--- src/rtl/regalu_pkg.sv ---
package regalu_pkg;

  localparam int FLAG_C  = 0;
  localparam int FLAG_DC = 1;
  localparam int FLAG_Z  = 2;
  localparam int FLAG_OV = 3;
  localparam int FLAG_N  = 4;

  typedef enum logic [3:0] {
    OP_ADD, OP_AND, OP_IOR, OP_COM, OP_RLC, OP_RLNC,
    OP_RRC, OP_RRNC, OP_SWAP, OP_CLR, OP_SET, OP_PASSW
  } aluOpE;

  typedef enum logic [1:0] { B_W, B_NOTW, B_ZERO, B_ONES } bSelE;

  typedef enum logic [1:0] { CI_ZERO, CI_ONE, CI_FLAG } cinSelE;

  typedef enum logic [2:0] {
    SK_NONE, SK_ZERO, SK_NZERO, SK_EQ, SK_GT, SK_LT
  } skipE;

  typedef struct packed {
    aluOpE              aluOp;
    bSelE               bSel;
    cinSelE             cinSel;
    logic               wrW;
    logic               wrF;
    logic [FLAG_N-1:0]  flagMask;
    skipE               skipCond;
    logic               unsup;
  } strobeT;

endpackage

--- src/rtl/regalu_ctrl.sv ---
module regalu_ctrl
  import regalu_pkg::*;
#(
  parameter int ADDR_W = 8
) (
  input  logic              clk,
  input  logic              rstN,
  input  logic              instrValid,
  input  logic [7:0]        opHi,
  input  logic [ADDR_W-1:0] opLo,
  input  logic              skipHit,
  output strobeT            strobe,
  output logic              skipReq,
  output logic              unsupported
);

  localparam logic [FLAG_N-1:0] MASK_ALL  = '1;
  localparam logic [FLAG_N-1:0] MASK_Z    = FLAG_N'(1) << FLAG_Z;
  localparam logic [FLAG_N-1:0] MASK_C    = FLAG_N'(1) << FLAG_C;
  localparam logic [FLAG_N-1:0] MASK_NONE = '0;

  strobeT dec;
  logic   useD;
  logic   squash;
  logic   active;

  always_comb begin
    dec = '{aluOp: OP_ADD, bSel: B_W, cinSel: CI_ZERO, wrW: 1'b0, wrF: 1'b0,
            flagMask: MASK_NONE, skipCond: SK_NONE, unsup: 1'b1};
    useD = 1'b0;
    case (opHi)
      8'h00: dec.unsup = (opLo != '0);
      8'h01: begin dec.aluOp = OP_PASSW; dec.wrF = 1'b1; dec.unsup = 1'b0; end
      8'h0E, 8'h0F: begin dec.flagMask = MASK_ALL; useD = 1'b1; end
      8'h10, 8'h11: begin dec.cinSel = CI_FLAG; dec.flagMask = MASK_ALL; useD = 1'b1; end
      8'h04, 8'h05: begin
        dec.bSel = B_NOTW; dec.cinSel = CI_ONE; dec.flagMask = MASK_ALL; useD = 1'b1;
      end
      8'h02, 8'h03: begin
        dec.bSel = B_NOTW; dec.cinSel = CI_FLAG; dec.flagMask = MASK_ALL; useD = 1'b1;
      end
      8'h14, 8'h15: begin
        dec.bSel = B_ZERO; dec.cinSel = CI_ONE; dec.flagMask = MASK_ALL; useD = 1'b1;
      end
      8'h06, 8'h07: begin dec.bSel = B_ONES; dec.flagMask = MASK_ALL; useD = 1'b1; end
      8'h0A, 8'h0B: begin dec.aluOp = OP_AND; dec.flagMask = MASK_Z; useD = 1'b1; end
      8'h08, 8'h09: begin dec.aluOp = OP_IOR; dec.flagMask = MASK_Z; useD = 1'b1; end
      8'h12, 8'h13: begin dec.aluOp = OP_COM; dec.flagMask = MASK_Z; useD = 1'b1; end
      8'h1A, 8'h1B: begin dec.aluOp = OP_RLC; dec.flagMask = MASK_C; useD = 1'b1; end
      8'h18, 8'h19: begin dec.aluOp = OP_RRC; dec.flagMask = MASK_C; useD = 1'b1; end
      8'h22, 8'h23: begin dec.aluOp = OP_RLNC; useD = 1'b1; end
      8'h20, 8'h21: begin dec.aluOp = OP_RRNC; useD = 1'b1; end
      8'h1C, 8'h1D: begin dec.aluOp = OP_SWAP; useD = 1'b1; end
      8'h16, 8'h17: begin dec.bSel = B_ONES; dec.skipCond = SK_ZERO; useD = 1'b1; end
      8'h26, 8'h27: begin dec.bSel = B_ONES; dec.skipCond = SK_NZERO; useD = 1'b1; end
      8'h1E, 8'h1F: begin
        dec.bSel = B_ZERO; dec.cinSel = CI_ONE; dec.skipCond = SK_ZERO; useD = 1'b1;
      end
      8'h24, 8'h25: begin
        dec.bSel = B_ZERO; dec.cinSel = CI_ONE; dec.skipCond = SK_NZERO; useD = 1'b1;
      end
      8'h28, 8'h29: begin
        dec.aluOp = OP_CLR; dec.wrF = 1'b1; dec.wrW = ~opHi[0]; dec.unsup = 1'b0;
      end
      8'h2A, 8'h2B: begin
        dec.aluOp = OP_SET; dec.wrF = 1'b1; dec.wrW = ~opHi[0]; dec.unsup = 1'b0;
      end
      8'h31: begin dec.skipCond = SK_EQ; dec.unsup = 1'b0; end
      8'h32: begin dec.skipCond = SK_GT; dec.unsup = 1'b0; end
      8'h30: begin dec.skipCond = SK_LT; dec.unsup = 1'b0; end
      default: dec.unsup = 1'b1;
    endcase
    if (useD) begin
      dec.wrF   = opHi[0];
      dec.wrW   = ~opHi[0];
      dec.unsup = 1'b0;
    end
  end

  assign active = instrValid && !squash;

  always_comb begin
    strobe          = dec;
    strobe.wrW      = dec.wrW && active;
    strobe.wrF      = dec.wrF && active;
    strobe.flagMask = active ? dec.flagMask : MASK_NONE;
    strobe.skipCond = active ? dec.skipCond : SK_NONE;
    strobe.unsup    = dec.unsup && active;
  end

  assign skipReq     = active && skipHit;
  assign unsupported = strobe.unsup;

  always_ff @(posedge clk) begin
    if (!rstN)           squash <= 1'b0;
    else if (instrValid) squash <= skipReq;
  end

  AST_SKIP_PULSE: assert property (@(posedge clk) disable iff (!rstN)
    skipReq |=> !skipReq);

endmodule

--- src/rtl/regalu_dp.sv ---
module regalu_dp
  import regalu_pkg::*;
#(
  parameter int DATA_W = 8
) (
  input  strobeT            strobe,
  input  logic [DATA_W-1:0] fileRd,
  input  logic [DATA_W-1:0] wreg,
  input  logic [FLAG_N-1:0] flagsIn,
  output logic [DATA_W-1:0] result,
  output logic [FLAG_N-1:0] flagsNew,
  output logic              skipHit
);

  localparam int NIB = DATA_W / 2;
  localparam int MSB = DATA_W - 1;

  logic [DATA_W-1:0] bOp;
  logic              cin;
  logic [DATA_W:0]   sumW;
  logic [NIB:0]      sumLo;
  logic              ovf;

  always_comb begin
    case (strobe.bSel)
      B_W:     bOp = wreg;
      B_NOTW:  bOp = ~wreg;
      B_ZERO:  bOp = '0;
      default: bOp = '1;
    endcase
    case (strobe.cinSel)
      CI_ONE:  cin = 1'b1;
      CI_FLAG: cin = flagsIn[FLAG_C];
      default: cin = 1'b0;
    endcase
  end

  assign sumW  = {1'b0, fileRd} + {1'b0, bOp} + {{DATA_W{1'b0}}, cin};
  assign sumLo = {1'b0, fileRd[NIB-1:0]} + {1'b0, bOp[NIB-1:0]} + {{NIB{1'b0}}, cin};
  assign ovf   = (fileRd[MSB] == bOp[MSB]) && (sumW[MSB] != fileRd[MSB]);

  always_comb begin
    case (strobe.aluOp)
      OP_AND:   result = fileRd & wreg;
      OP_IOR:   result = fileRd | wreg;
      OP_COM:   result = ~fileRd;
      OP_RLC:   result = {fileRd[MSB-1:0], flagsIn[FLAG_C]};
      OP_RLNC:  result = {fileRd[MSB-1:0], fileRd[MSB]};
      OP_RRC:   result = {flagsIn[FLAG_C], fileRd[MSB:1]};
      OP_RRNC:  result = {fileRd[0], fileRd[MSB:1]};
      OP_SWAP:  result = {fileRd[NIB-1:0], fileRd[MSB:NIB]};
      OP_CLR:   result = '0;
      OP_SET:   result = '1;
      OP_PASSW: result = wreg;
      default:  result = sumW[DATA_W-1:0];
    endcase
  end

  always_comb begin
    flagsNew          = flagsIn;
    flagsNew[FLAG_Z]  = (result == '0);
    flagsNew[FLAG_DC] = sumLo[NIB];
    flagsNew[FLAG_OV] = ovf;
    case (strobe.aluOp)
      OP_RLC:  flagsNew[FLAG_C] = fileRd[MSB];
      OP_RRC:  flagsNew[FLAG_C] = fileRd[0];
      default: flagsNew[FLAG_C] = sumW[DATA_W];
    endcase
  end

  always_comb begin
    case (strobe.skipCond)
      SK_ZERO:  skipHit = (result == '0);
      SK_NZERO: skipHit = (result != '0);
      SK_EQ:    skipHit = (fileRd == wreg);
      SK_GT:    skipHit = (fileRd > wreg);
      SK_LT:    skipHit = (fileRd < wreg);
      default:  skipHit = 1'b0;
    endcase
  end

endmodule

--- src/rtl/regalu_exec.sv ---
module regalu_exec
  import regalu_pkg::*;
#(
  parameter int DATA_W = 8,
  parameter int ADDR_W = 8
) (
  input  logic                clk,
  input  logic                rstN,
  input  logic                instrValid,
  input  logic [8+ADDR_W-1:0] instr,
  input  logic [DATA_W-1:0]   fileRdData,
  input  logic [DATA_W-1:0]   wregIn,
  input  logic [FLAG_N-1:0]   flagsIn,
  output logic [ADDR_W-1:0]   fileAddr,
  output logic                fileWe,
  output logic [DATA_W-1:0]   fileWrData,
  output logic                wregWe,
  output logic [DATA_W-1:0]   wregWrData,
  output logic [FLAG_N-1:0]   flagWe,
  output logic [FLAG_N-1:0]   flagWrData,
  output logic                skipReq,
  output logic                unsupported
);

  localparam int INSTR_W = 8 + ADDR_W;

  strobeT            strobe;
  logic              skipHit;
  logic [DATA_W-1:0] result;

  regalu_ctrl #(.ADDR_W(ADDR_W)) uCtrl (
    .clk         (clk),
    .rstN        (rstN),
    .instrValid  (instrValid),
    .opHi        (instr[INSTR_W-1:ADDR_W]),
    .opLo        (instr[ADDR_W-1:0]),
    .skipHit     (skipHit),
    .strobe      (strobe),
    .skipReq     (skipReq),
    .unsupported (unsupported)
  );

  regalu_dp #(.DATA_W(DATA_W)) uDp (
    .strobe   (strobe),
    .fileRd   (fileRdData),
    .wreg     (wregIn),
    .flagsIn  (flagsIn),
    .result   (result),
    .flagsNew (flagWrData),
    .skipHit  (skipHit)
  );

  assign fileAddr   = instr[ADDR_W-1:0];
  assign fileWe     = strobe.wrF;
  assign wregWe     = strobe.wrW;
  assign fileWrData = result;
  assign wregWrData = result;
  assign flagWe     = strobe.flagMask;

  AST_SQUASH_QUIET: assert property (@(posedge clk) disable iff (!rstN)
    skipReq |=> (!fileWe && !wregWe && flagWe == '0 && !unsupported));
  AST_UNSUP_QUIET: assert property (@(posedge clk) disable iff (!rstN)
    unsupported |-> (!fileWe && !wregWe && flagWe == '0 && !skipReq));
  AST_SKIP_EQ: assert property (@(posedge clk) disable iff (!rstN)
    (skipReq && instr[INSTR_W-1:ADDR_W] == 8'h31) |-> (fileRdData == wregIn));
  AST_SKIP_NOFLAG: assert property (@(posedge clk) disable iff (!rstN)
    skipReq |-> (flagWe == '0));

endmodule

--- config.mk ---
export PLATFORM = sky130hd
export DESIGN_NAME = regalu_exec
export DESIGN_NICKNAME = d
export VERILOG_FILES = /design/src/rtl/regalu_pkg.sv /design/src/rtl/regalu_ctrl.sv /design/src/rtl/regalu_dp.sv /design/src/rtl/regalu_exec.sv
export SDC_FILE = /design/constraint.sdc
export NUM_CORES = 1
export LEC_CHECK = 0
export BUFFER_PORTS_ARGS = -buffer_cell sky130_fd_sc_hd__buf_2
export CAP_MARGIN = 25
export CORE_AREA = 8 8 77 92
export CTS_CLUSTER_SIZE = 14
export DETAILED_ROUTE_END_ITERATION = 12
export DIE_AREA = 0 0 85 100
export PLACE_DENSITY = 0.7
export SLEW_MARGIN = 15
export SYNTH_ARGS = -nofsm -noshare
export SYNTH_HDL_FRONTEND = slang
export SYNTH_SLANG_ARGS = --single-unit
--- constraint.sdc ---
create_clock -name clk -period 8.7 [get_ports clk]
set_input_delay 1.305 -clock clk [delete_from_list [all_inputs] [get_ports clk]]
set_output_delay 1.305 -clock clk [all_outputs]
set_load 0.03 [all_outputs]
---- After elaboration in Yosys (flattened, before gate mapping) ----
Cells that the tools add are included.
word-level totals
  logic and storage cells ................. 133
  flip-flop bits (word level) ............. 1
  input bits .............................. 39
operators by class
  reductions and logical operators ........ 36
  add/sub/neg operators ................... 4
  equality and inequality tests ........... 67
  order comparisons ....................... 2
  bitwise operators ....................... 5
  muxes and demuxes ....................... 18
operators by type and width
  cell                  number
  $eq A8 B5 Y1 const B  16
  $eq A8 B6 Y1 const B  15
  $pmux W8 S11          1
  $eq A8 B4 Y1 const B  6
  $pmux W4 S11          1
  $reduce_or A36 Y1     1
  $eq A8 B3 Y1 const B  4
  $pmux W8 S3           1
  $reduce_or A4 Y1      6
  $reduce_or A2 Y1      10
  $reduce_or A6 Y1      3
  $eq A4 B3 Y1 const B  4
  $eq A4 B4 Y1 const B  4
  $eq A8 B2 Y1 const B  2
  $logic_not A8 Y1      2
  $not A8 Y8            2
  $reduce_bool A8 Y1    2
  $reduce_or A8 Y1      2
  $pmux W3 S5           1
  $pmux W4 S3           1
  $reduce_or A12 Y1     1
  $add A8 B8 Y9         1
  $add A9 B1 Y9         1
  $and A8 B8 Y8         1
  other kinds (29)      44

---- Depth between registers and ports, before layout ----
  word-level depth ........................ 11
  depth in mapped cells ................... 22
  gate-level depth less buffers ........... 20

---- Hierarchy ----
Synthesis repeated with hierarchy kept, for this count alone.
second synthesis, totals
  cell total of the unflattened synthesis .. 361
  area, all modules ....................... 2541.2 µm²
modules (own cells, without submodules)
  module       times used  seq. area each (µm²)  cells an instance  area each (µm²)
  regalu_dp    1           0.0                   243                1814.2
  regalu_ctrl  1           20.0                  102                606.8
  regalu_exec  1           0.0                   16                 120.1

---- Worst setup path after synthesis ----
Ideal clock, no wire load.
  kind .................................... in2out
  start point ............................. input port instr[11]
  end point ............................... output port skipReq
  data required time ...................... 7395 ps
  cell stages on the path ................. 17
  arrival ................................. 6137 ps
  setup slack ............................. 1258 ps
  cells stage by stage .................... buf_2 -> clkbuf_1 -> clkbuf_1 -> a2111oi_0 -> a211oi_1 -> a21o_1 -> fa_1 -> inv_1 -> fa_1 -> nand3_1 -> nand2_1 -> a31oi_1 -> xnor2_1 -> a22oi_1 -> nor4_2 -> a2111oi_1 -> or3_1
on the way
  word-level cells in the longest chain between the ends .. 11
  elaborated cells between the ends (all ways) .. 94
RTL lines
  what                                                                          RTL line                          RTL
  start, declared                                                               regalu_exec.sv:10                 input logic [8+ADDR_W-1:0] instr,
  $eq A8 B5 Y1 (tied with other cells)                                          regalu_ctrl.sv:31                 case (opHi)
  $reduce_or A6 Y1 (no source line) / $reduce_or A4 Y1 (equally long branches)  n/a
  $pmux W2 S3                                                                   regalu_ctrl.sv:31
  $eq A2 B2 Y1 (tied with other cells)                                          regalu_dp.sv:25                   case (strobe.bSel)
  $pmux W8 S3                                                                   regalu_dp.sv:25
  $add A8 B8 Y9                                                                 regalu_dp.sv:38                   assign sumW = {1'b0, fileRd} + {1'b0, bOp} + {{DATA_W{1'b0}}, cin};
  $add A9 B1 Y9                                                                 regalu_dp.sv:38
  $pmux W8 S11 (*)                                                              regalu_dp.sv:43                   case (strobe.aluOp)
  via fileWrData[6]                                                             regalu_exec.sv:16                 output logic [DATA_W-1:0] fileWrData,
  $reduce_bool A8 Y1 / $logic_not A8 Y1 (equally long branches)                 regalu_dp.sv:74, regalu_dp.sv:73
  $pmux W1 S5 (*)                                                               regalu_dp.sv:72                   case (strobe.skipCond)
  $logic_and A1 B1 Y1 (*)                                                       regalu_ctrl.sv:91                 assign skipReq = active && skipHit;
  end, declared                                                                 regalu_exec.sv:21                 output logic skipReq,
The timed path passes the listed nets; every way through them passes the cells marked *.

---- Worst setup path after layout ----
  start point ............................. input port instr[9]
  end point ............................... output port skipReq
on the way
  word-level cells in the longest chain between the ends .. 11
  elaborated cells between the ends (all ways) .. 94
RTL lines
  what                                                                          RTL line
  $eq A8 B5 Y1 (tied with other cells)                                          regalu_ctrl.sv:31
  $reduce_or A6 Y1 (no source line) / $reduce_or A4 Y1 (equally long branches)  n/a
  $pmux W2 S3                                                                   regalu_ctrl.sv:31
  $eq A2 B2 Y1 (tied with other cells)                                          regalu_dp.sv:25
  $pmux W8 S3                                                                   regalu_dp.sv:25
  $add A8 B8 Y9                                                                 regalu_dp.sv:38
  $add A9 B1 Y9                                                                 regalu_dp.sv:38
  $pmux W8 S11                                                                  regalu_dp.sv:43
  $reduce_bool A8 Y1 / $logic_not A8 Y1 (equally long branches)                 regalu_dp.sv:74, regalu_dp.sv:73
  $pmux W1 S5 (*)                                                               regalu_dp.sv:72
  $logic_and A1 B1 Y1 (*)                                                       regalu_ctrl.sv:91
Every way passes the cells marked *; elsewhere a longest branch is shown, timed or not.

==> key figures <==
Status
  – Status: complete, no violations

Yosys
  – Post-Synthesis Cell Area: 0.00244 mm²
  – Synth warn: 0
  – Synth Flop Type: dfxtp_1
  – Cell accounting for the most synthesized area: ha_1
  – Post-synth top area share: 17.4%
  – Mean Syn Cell Area: 6.93 µm²
  – Post-Synthesis Cells: ~350
  – Count of cell types in the netlist: 65
  – Post-synthesis sequential area ratio: 0.821%
  – #FFs+latches synth: 1
  – Synth Net Count: 427
  – Count of flip-flops with a built-in enable after synthesis: 0
  – Asr flop ratio synth: 0%
  – Largest cells by area after synthesis: ha_1, a211oi_1, buf_4, a21oi_1, inv_1

STA
  – Slew @ Worst Pin: a little under 900 ps
  – Slew headroom: between 40% and 50%
  – Final period utilization: 83.0%
  – RSZ-0062 raised after global routing: no
  – Fmax achieved: 138 MHz
  – Fin Hold WS: 592 ps
  – Hold Fails Final Rpt: 0
  – Setup_tns: 0 ps
  – Final Max Tran Viols: 0
  – # setup viols final: 0
  – Fin Clk Skew: 0 ps
  – Fin crit period: 7220 ps

Clocking
  – Reg clk slew, reported paths: 0 ps
  – Hold Buf Count CTS: 0
  – PostCTS Resize Cnt: 0
  – Post-CTS Setup Bufs: 0
  – Clk Latency, worst-skew pair: 0 ps

Cells and area
  – Design area: between 0.002 and 0.003 mm²
  – Fin cells: 453
  – Nets: 466
  – Area growth, synth to finish: 10.3%
  – Largest registers: uCtrl.squash (1)
  – Layout cells sized above 1: 21.9%
  – Most flops, register: uCtrl.squash
  – Max reg flops: 1
  – ANT cells: 0
  – Commonest non-fill, non-tap cells in the layout: buf_2, ha_1, inv_1
  – Most common cell after layout, fill and taps aside: buf_2

Critical path
  – FF-to-FF End: uCtrl.squash
  – WP buf/inv: 4
  – Worst R2R Path Depth: 3
  – FF-to-FF Start: uCtrl.squash
  – Crit path DAT: 5920 ps
  – Slowest cell on crit path: a2111oi_1
  – Crit path max fanout: 44
  – CP top delay family: simple AND/OR/NAND/NOR gates
  – Crit. End Element: primary output
  – Worst path cell trace: buf_2 -> nor2_1 -> inv_1 -> o22ai_1 -> nand3_1 -> and2_1 -> ha_1 -> or2_2 -> fa_1 -> inv_1 -> fa_1 -> nand3_1 -> nand2_1 -> a31oi_1 -> xnor2_1 -> a22oi_1 -> nor4_2 -> a2111oi_1 -> or3_1 -> buf_2
  – Worst EP required: 7390 ps
  – Setup crit start kind: input port
  – Flop-to-flop setup slack: 7340 ps
  – Delay of the slowest critical-path stage: ~500 ps
  – CP Class: in2out

Floorplan
  – Core ar.: 0.00559 mm²
  – DIE AREA: between 0.008 and 0.009 mm²
  – Row count: 30
  – Num ports: 75
  – Initial Util: between 40 and 50%
  – Chip Height: around 100 µm
  – Die Wd: 85 µm

Detailed routing
  – Post-route ant nets: 0
  – Via count: 2,812
  – Vias/cell: about 6.2
  – Pre-antenna DRT Iters: 5
  – Post-route DRC: 0
  – Routed WL per cell: 18.3 µm
  – Total wire length: 8.28 mm
  – First DRT Iteration DRCs: approximately 280

Power and ir drop
  – Clock share of power: 0%
  – Reg power frac: 2.5%
  – NetSw: 0.128 mW
  – LEAKAGE: between 1 and 1.5 nW
  – Internal: 0.0645 mW
  – Worst IR Drop VDD: around 0.000054 V
  – Gate power share: 97.5%
  – Switching Fraction: 66.5%
  – Pwr per Cell Area: 71.5 mW/mm²

Place
  – Post-DP HPWL: 6.63 mm
  – Placed Area: 0.00269 mm²
  – Final GP Congestion: ~0.9
  – Number of port buffers: 71
  – DP Cell Count: 453

Global route
  – Initial antenna violation count: 0
  – Total track usage: 19.1%
  – Largest net degree at the start of global routing: 45
  – Vias in the first global route: ~2,800
  – Congestion Overflow GR: 0
  – First-pass GRT wire length: 13.6 mm

Min path
  – Min-Delay Endpoint: uCtrl.squash
  – Hold_sp: uCtrl.squash
  – Hold depth: 2
  – Hold/Removal Path Class: reg2reg

Run
  – Max-cap violations: 0
kinds of logic after synthesis:
group	count (synthesis)	synth area share, %
xor+xnor	9	3.23
compound gates	106	31.7
flops	1	0.821
simple gates	131	31.3
fa+ha+maj	36	19.1
buf+inv	68	13.4
mux	1	0.410
how the worst max path moves through the flow:
stage | startpoint | to | cells after the start
after floorplan | instr[11] | skipReq | 17
after global placement | instr[9] | skipReq | 20
after detailed placement | instr[9] | skipReq | 20
after CTS | instr[9] | skipReq | 20
after global routing | instr[9] | skipReq | 20
final | instr[9] | skipReq | 20
metrics by stage:
step	power, mW	util [%]	worst slack (ps)
6_report	0.192	48.1	1480
5_1_grt	0.209	48.1	991
4_1_cts	0.193	48.1	1460
3_5_place_dp	0.192	48.1	1490
3_3_place_gp	0.190	48.1	1590
2_1_floorplan	0.150	-	1260
Yosys cell counts (5+ instances only):
cell and count:
ha_1 34, inv_1 30, nor2_1 26, a21oi_1 24, nand2_1 20, a211oi_1 19, buf_4 18, clkbuf_1 13
nand3_1 10, nand2b_1 9, o21ai_0 9, and2_1 7, nor4_1 7, and3_1 6, nor2b_1 6, nor3_1 6
xor2_1 6, o211ai_1 5, o21bai_1 5
worst min-delay path, cell delays in order (launching register included):
cell and delay (ps):
dfxtp_1 300, nor2b_1 130, o41a_1 120
layer usage:
metal / vias up / global-route usage [%] / wire (µm)
met5: - / 0 / 0
met4: 0 / 6.73 / 257
met3: 25 / 2.37 / 559
met2: 118 / 34.1 / 4050
met1: 1301 / 22.7 / 3420
li1: 1368 / - / -
cell type report:
cell class	instances	area (µm²)
multi-input cells	283	2090
flip-flops and latches	1	20.0
inverters	30	113
repair buffers	75	385
fillers	591	2900
well taps	64	80.1
power groups by stage:
stage	combinational, mW	clock, mW	sequential, mW
2_1_floorplan	0.145	0	0.00472
3_3_place_gp	0.185	0	0.00472
3_5_place_dp	0.187	0	0.00472
4_1_cts	0.188	0	0.00472
5_1_grt	0.204	0	0.00473
6_report	0.188	0	0.00472
(Power assumes the default switching activity.)
